### src/rtl/wdt_pkg.sv
package wdt_pkg;

  // Action applied to the watchdog count in one cycle
  typedef enum logic [1:0] {
    WD_KEEP  = 2'd0,
    WD_CLEAR = 2'd1,
    WD_STEP  = 2'd2
  } wd_act_e;

  // Mask with ones from bit hi down to bit lo
  function automatic logic [31:0] band_mask(input int hi, input int lo);
    logic [31:0] m;
    m = '0;
    for (int i = 0; i < 32; i++) begin
      if (i >= lo && i <= hi) m[i] = 1'b1;
    end
    return m;
  endfunction

endpackage

### src/rtl/wdt_prescaler.sv
module wdt_prescaler
  import wdt_pkg::*;
#(
  parameter int TICK_BIT = 12,
  parameter int CLR_HI   = 12,
  parameter int CLR_LO   = 5
) (
  input  logic              clk,
  input  logic              rst_n,
  input  logic              band_clr,
  output logic [TICK_BIT:0] pre_q
);
  localparam int PRE_W = TICK_BIT + 1;
  localparam logic [PRE_W-1:0] BAND = PRE_W'(band_mask(CLR_HI, CLR_LO));

  always_ff @(posedge clk or negedge rst_n) begin
    if (!rst_n) begin
      pre_q <= '0;
    end else if (band_clr) begin
      pre_q <= pre_q & ~BAND;
    end else begin
      pre_q <= pre_q + PRE_W'(1);
    end
  end
endmodule

### src/rtl/wdt_tick_gen.sv
module wdt_tick_gen #(
  parameter int TICK_BIT = 12
) (
  input  logic [TICK_BIT:0] pre_q,
  input  logic              svc,
  output logic              tick
);
  // The cycle before the tick stage rises: stage clear, all below set
  localparam logic [TICK_BIT:0] RISE_PT = {1'b0, {TICK_BIT{1'b1}}};

  always_comb begin
    tick = !svc && (pre_q == RISE_PT);
  end
endmodule

### src/rtl/wdt_bus_decode.sv
module wdt_bus_decode
  import wdt_pkg::*;
#(
  parameter int                ADDR_W   = 16,
  parameter logic [ADDR_W-1:0] SVC_ADDR = '1
) (
  input  logic              bus_wr,
  input  logic [ADDR_W-1:0] bus_addr,
  input  logic              hv_det,
  input  logic              mon_mode,
  input  logic              tick,
  output logic              svc,
  output logic              wd_off,
  output wd_act_e           act
);
  always_comb begin
    svc    = bus_wr && (bus_addr == SVC_ADDR);
    wd_off = hv_det && mon_mode;
    if (wd_off || svc) begin
      act = WD_CLEAR;
    end else if (tick) begin
      act = WD_STEP;
    end else begin
      act = WD_KEEP;
    end
  end
endmodule

### src/rtl/wdt_counter.sv
module wdt_counter
  import wdt_pkg::*;
#(
  parameter int WD_W = 8
) (
  input  logic            clk,
  input  logic            rst_n,
  input  wd_act_e         act,
  output logic [WD_W-1:0] cnt_q,
  output logic            wdt_rst
);
  localparam logic [WD_W-1:0] TOP = '1;

  always_ff @(posedge clk or negedge rst_n) begin
    if (!rst_n) begin
      cnt_q   <= '0;
      wdt_rst <= 1'b0;
    end else begin
      unique case (act)
        WD_CLEAR: begin
          cnt_q   <= '0;
          wdt_rst <= 1'b0;
        end
        WD_STEP: begin
          cnt_q   <= cnt_q + WD_W'(1);
          wdt_rst <= (cnt_q == TOP);
        end
        default: begin
          wdt_rst <= 1'b0;
        end
      endcase
    end
  end
endmodule

### src/rtl/wdt_top.sv
module wdt_top
  import wdt_pkg::*;
#(
  parameter int                ADDR_W   = 16,
  parameter logic [ADDR_W-1:0] SVC_ADDR = '1,
  parameter int                TICK_BIT = 12,
  parameter int                CLR_HI   = 12,
  parameter int                CLR_LO   = 5,
  parameter int                WD_W     = 8
) (
  input  logic              clk,
  input  logic              rst_n,
  input  logic              bus_wr,
  input  logic [ADDR_W-1:0] bus_addr,
  input  logic              hv_det,
  input  logic              mon_mode,
  output logic              wdt_rst
);
  logic [TICK_BIT:0] pre_q;
  logic [WD_W-1:0]   cnt_q;
  logic              svc;
  logic              wd_off;
  logic              tick;
  wd_act_e           act;

  wdt_bus_decode #(
    .ADDR_W  (ADDR_W),
    .SVC_ADDR(SVC_ADDR)
  ) u_dec (
    .bus_wr  (bus_wr),
    .bus_addr(bus_addr),
    .hv_det  (hv_det),
    .mon_mode(mon_mode),
    .tick    (tick),
    .svc     (svc),
    .wd_off  (wd_off),
    .act     (act)
  );

  wdt_prescaler #(
    .TICK_BIT(TICK_BIT),
    .CLR_HI  (CLR_HI),
    .CLR_LO  (CLR_LO)
  ) u_pre (
    .clk     (clk),
    .rst_n   (rst_n),
    .band_clr(svc),
    .pre_q   (pre_q)
  );

  wdt_tick_gen #(
    .TICK_BIT(TICK_BIT)
  ) u_tick (
    .pre_q(pre_q),
    .svc  (svc),
    .tick (tick)
  );

  wdt_counter #(
    .WD_W(WD_W)
  ) u_cnt (
    .clk    (clk),
    .rst_n  (rst_n),
    .act    (act),
    .cnt_q  (cnt_q),
    .wdt_rst(wdt_rst)
  );
endmodule

### config.mk
export PLATFORM = sky130hd
export DESIGN_NAME = wdt_top
export DESIGN_NICKNAME = d
export VERILOG_FILES = /design/src/rtl/wdt_pkg.sv /design/src/rtl/wdt_prescaler.sv /design/src/rtl/wdt_tick_gen.sv /design/src/rtl/wdt_bus_decode.sv /design/src/rtl/wdt_counter.sv /design/src/rtl/wdt_top.sv
export SDC_FILE = /design/constraint.sdc
export NUM_CORES = 1
export LEC_CHECK = 0
export ABC_AREA = 1
export BUFFER_PORTS_ARGS = -buffer_cell sky130_fd_sc_hd__buf_2
export CAP_MARGIN = 25
export CORE_ASPECT_RATIO = 0.7
export CORE_MARGIN = 3
export CORE_UTILIZATION = 55
export DETAILED_ROUTE_END_ITERATION = 10
export PLACE_DENSITY_LB_ADDON = 0.15
export SYNTH_ARGS = -nofsm -noshare
export SYNTH_HDL_FRONTEND = slang
export SYNTH_HIERARCHICAL = 1
export SYNTH_SLANG_ARGS = --single-unit
export TNS_END_PERCENT = 10
### constraint.sdc
create_clock -name clk -period 2.45 [get_ports clk]
set_input_delay 0.1225 -clock clk [delete_from_list [all_inputs] [get_ports clk]]
set_output_delay 0.1225 -clock clk [all_outputs]
set_load 0.05 [all_outputs]
==> results.toml <==
[sta]
min_period_ns = 1.99
worst_slack_ns = 0.457
fin_skew_ns = 0.00310
final-setup-viol-count = 0
slew-limit-headroom_pct = 67.6
rsz0062_at_grt = "false"
maxSlewViolCount = 0
hold_viol = 0
fmax_ghz = 0.502
fin_crit_sh_pct = 81.3
finalSetupTns_ns = 0
tightest_slew_ns = 0.486

[logic_synthesis]
syn-instance-count = 195
ys_async_sr_fraction_pct = 100
ys_top_cells_by_area = "dfrtp_1 (41%), nand2_1 (18%), nor2_1 (9.0%)"
yosys-top-cells-count = "nand2_1 (65), nor2_1 (32), inv_1 (27), dfrtp_1 (22), nand3_1 (15)"
avgSynthCellArea_um2 = 6.83
synth.cell_area_um2 = 1330
synth_top_area_share_pct = 41.4
ys_warn_count = 6
synth_nets = 219
yosysTopAreaCell = "dfrtp_1"
ys_types = 20
yosysMostFrequentCell = "nand2_1"
synth_ff_type = "dfrtp_1"
synth_seq_cells = 22
yosysSeqAreaShare_pct = 41.4
synth_edf_count = 0

[floorplanning]
ioPinCount = 22
die_area_um2 = 3060
core_um2 = 2220
rows = 14
start_util_pct = 59.8
die_h_um = 47.2
die_w_um = 64.8

[clocking]
clk_latency_ns = 0.31
path_clk_slew_ns = 0.13
cts_tree = "yes"
cts_hold_buf = 1
clock_path_buffers = 2
cts.sinks = 22
post_cts_resized = 0
numCtsBuffers = 3
h-tree-depth = 1
post_cts_buffers = 0
cts-root-buf = "clkbuf_4"

[setup_path]
cp-start-kind = "flip-flop"
critical_path_class = "flip-flop to flip-flop"
cp.arrival_ns = 2.22
required_ns = 2.67
crit_fanout = 6
cp-end-kind = "flip-flop"

[routing]
dr.pass1.iters = 4
drt_iter0_drc = 136
drc = 0
detail_route.wl_per_cell_um = 10.6
via_count = 1229
ant_nets = 0
avgViaCountPerCell = 4.86
drt_wl_total_um = 2670

[final_layout]
utilization_pct = 69.0
fin_nets = 246
areaGrowthSynthToFinish_pct = 15.3
drive_gt1_share_pct = 16.7
layout.cells.non_filler = 253
num_antenna_cells = 0
fill_cells = 204

[pwr]
leakage_nw = 0.825
p_int_w = 0.000629
sw_frac_of_total_pct = 28.2
ir_drop_mv = 0.325
p_switching_w = 0.000247
seqPwrFrac_pct = 53.2
comb_power_share_pct = 14.7
p_per_area_nw_per_um2 = 571
p_clk_share_pct = 32.1

[grt]
grt_max_degree = 23
grt_first_pass_wirelength_um = 4380
antenna_found_initial = 0
grt-ovfl-total = 0
first_global_vias = 1015
grt_usage_pct = 18.8

[outcome]
status = "complete, no violations"

[min_path]
hold_class = "primary input to asynchronous set/reset pin"

[placement]
dp_hpwl_um = 2140
port_buffers = 21
place_inst = 248
place.gp.congestion = 0.792
place_ws_ns = 0.447

[flow_run]
maxCapViolCount = 0
sequential cells by signal, summed over array words and instances, names as in the netlist:
name,count
u_pre/pre_q,13
u_cnt/cnt_q,8
u_cnt/wdt_rst,1
cell usage in the layout (no fill, tap or decap), types with 2 or more instances in the layout:
cell type	count
nand2_4	2
buf_2	21
a21oi_1	6
xor2_1	3
clkbuf_4	3
nand3_1	15
nor2_1	32
o21ai_0	3
nor2_2	6
nand4_1	2
nand2_1	65
inv_1	27
ha_1	3
inv_2	2
dfrtp_1	22
path summary, 6_finish.rpt:
check	endpoint	slack (ns)	from	cells past startpoint
setup / recovery	u_cnt/cnt_q[6]$_DFFE_PN0P_	0.46	u_pre/pre_q[7]$_DFF_PN0_	12
hold / removal	u_pre/pre_q[9]$_DFF_PN0_	0.28	rst_n	2
setup reg to reg	u_cnt/cnt_q[6]$_DFFE_PN0P_	0.46	u_pre/pre_q[7]$_DFF_PN0_	12
hold reg to reg	u_pre/pre_q[6]$_DFF_PN0_	0.53	u_pre/pre_q[6]$_DFF_PN0_	1
max in group asynchronous	u_cnt/cnt_q[2]$_DFFE_PN0P_	1.84	rst_n	2
min in group clk	u_pre/pre_q[1]$_DFFE_PN0N_	0.43	bus_addr[4]	8
critical path, stage by stage (launching register included):
cell and delay (ns):
dfrtp_1 0.44, nand2_1 0.07, nor2_1 0.13, nand2_1 0.08, nor2_1 0.10, inv_1 0.04, nor2_1 0.10, ha_1 0.29
or2_1 0.35, nand2_1 0.12, nand3_1 0.08, nand2_1 0.07, inv_1 0.04
per-stage QoR:
step | power (W) | area [µm²] | hold slack (ns)
finish | 0.000876 | 1540 | 0.282
global route | 0.000921 | 1540 | 0.325
CTS | 0.000883 | 1540 | 0.296
detailed placement | 0.000601 | 1470 | 0.115
global placement | 0.000592 | 1470 | 0.114
floorplan | 0.000552 | 1330 | -0.173
layer usage:
layer | track usage (%) | vias up | routed length, µm
met1 | 28.0 | 541 | 1370
li1 | - | 648 | -
met4 | 2.52 | 0 | 7
met3 | 5.02 | 2 | 200
met5 | 0 | - | 0
met2 | 28.0 | 38 | 1100
area by class of cell:
class / count / area, µm² / area share [%]
Multi-Input combinational cell: 142 / 657 / 42.8
Sequential cell: 22 / 551 / 35.9
Timing Repair Buffer: 23 / 123 / 7.99
Inverter: 30 / 113 / 7.33
Tap cell: 32 / 40.0 / 2.61
Clock inverter: 1 / 30.0 / 1.96
Clock buffer: 3 / 22.5 / 1.47
power by group through the flow:
stage / sequential, W / combinational, W / clock (W)
final: 0.000466 / 0.000129 / 0.000281
after global routing: 0.000475 / 0.000146 / 0.000300
after CTS: 0.000466 / 0.000130 / 0.000287
after detailed placement: 0.000473 / 0.000128 / 0
after global placement: 0.000470 / 0.000121 / 0
after floorplan: 0.000459 / 0.0000935 / 0
logic make-up (layout without fill, tap and decap cells):
logic type / after synthesis / after routing / share of synthesized area (%)
and+or+nand+nor: 124 / 124 / 39.3
buffers and inverters: 31 / 57 / 9.30
DFF: 22 / 22 / 41.4
AOI/OAI and AO/OA: 11 / 11 / 4.60
xor gates and xnor gates: 4 / 4 / 2.63
adders and majority gates: 3 / 3 / 2.82
(Power assumes the default switching activity.)
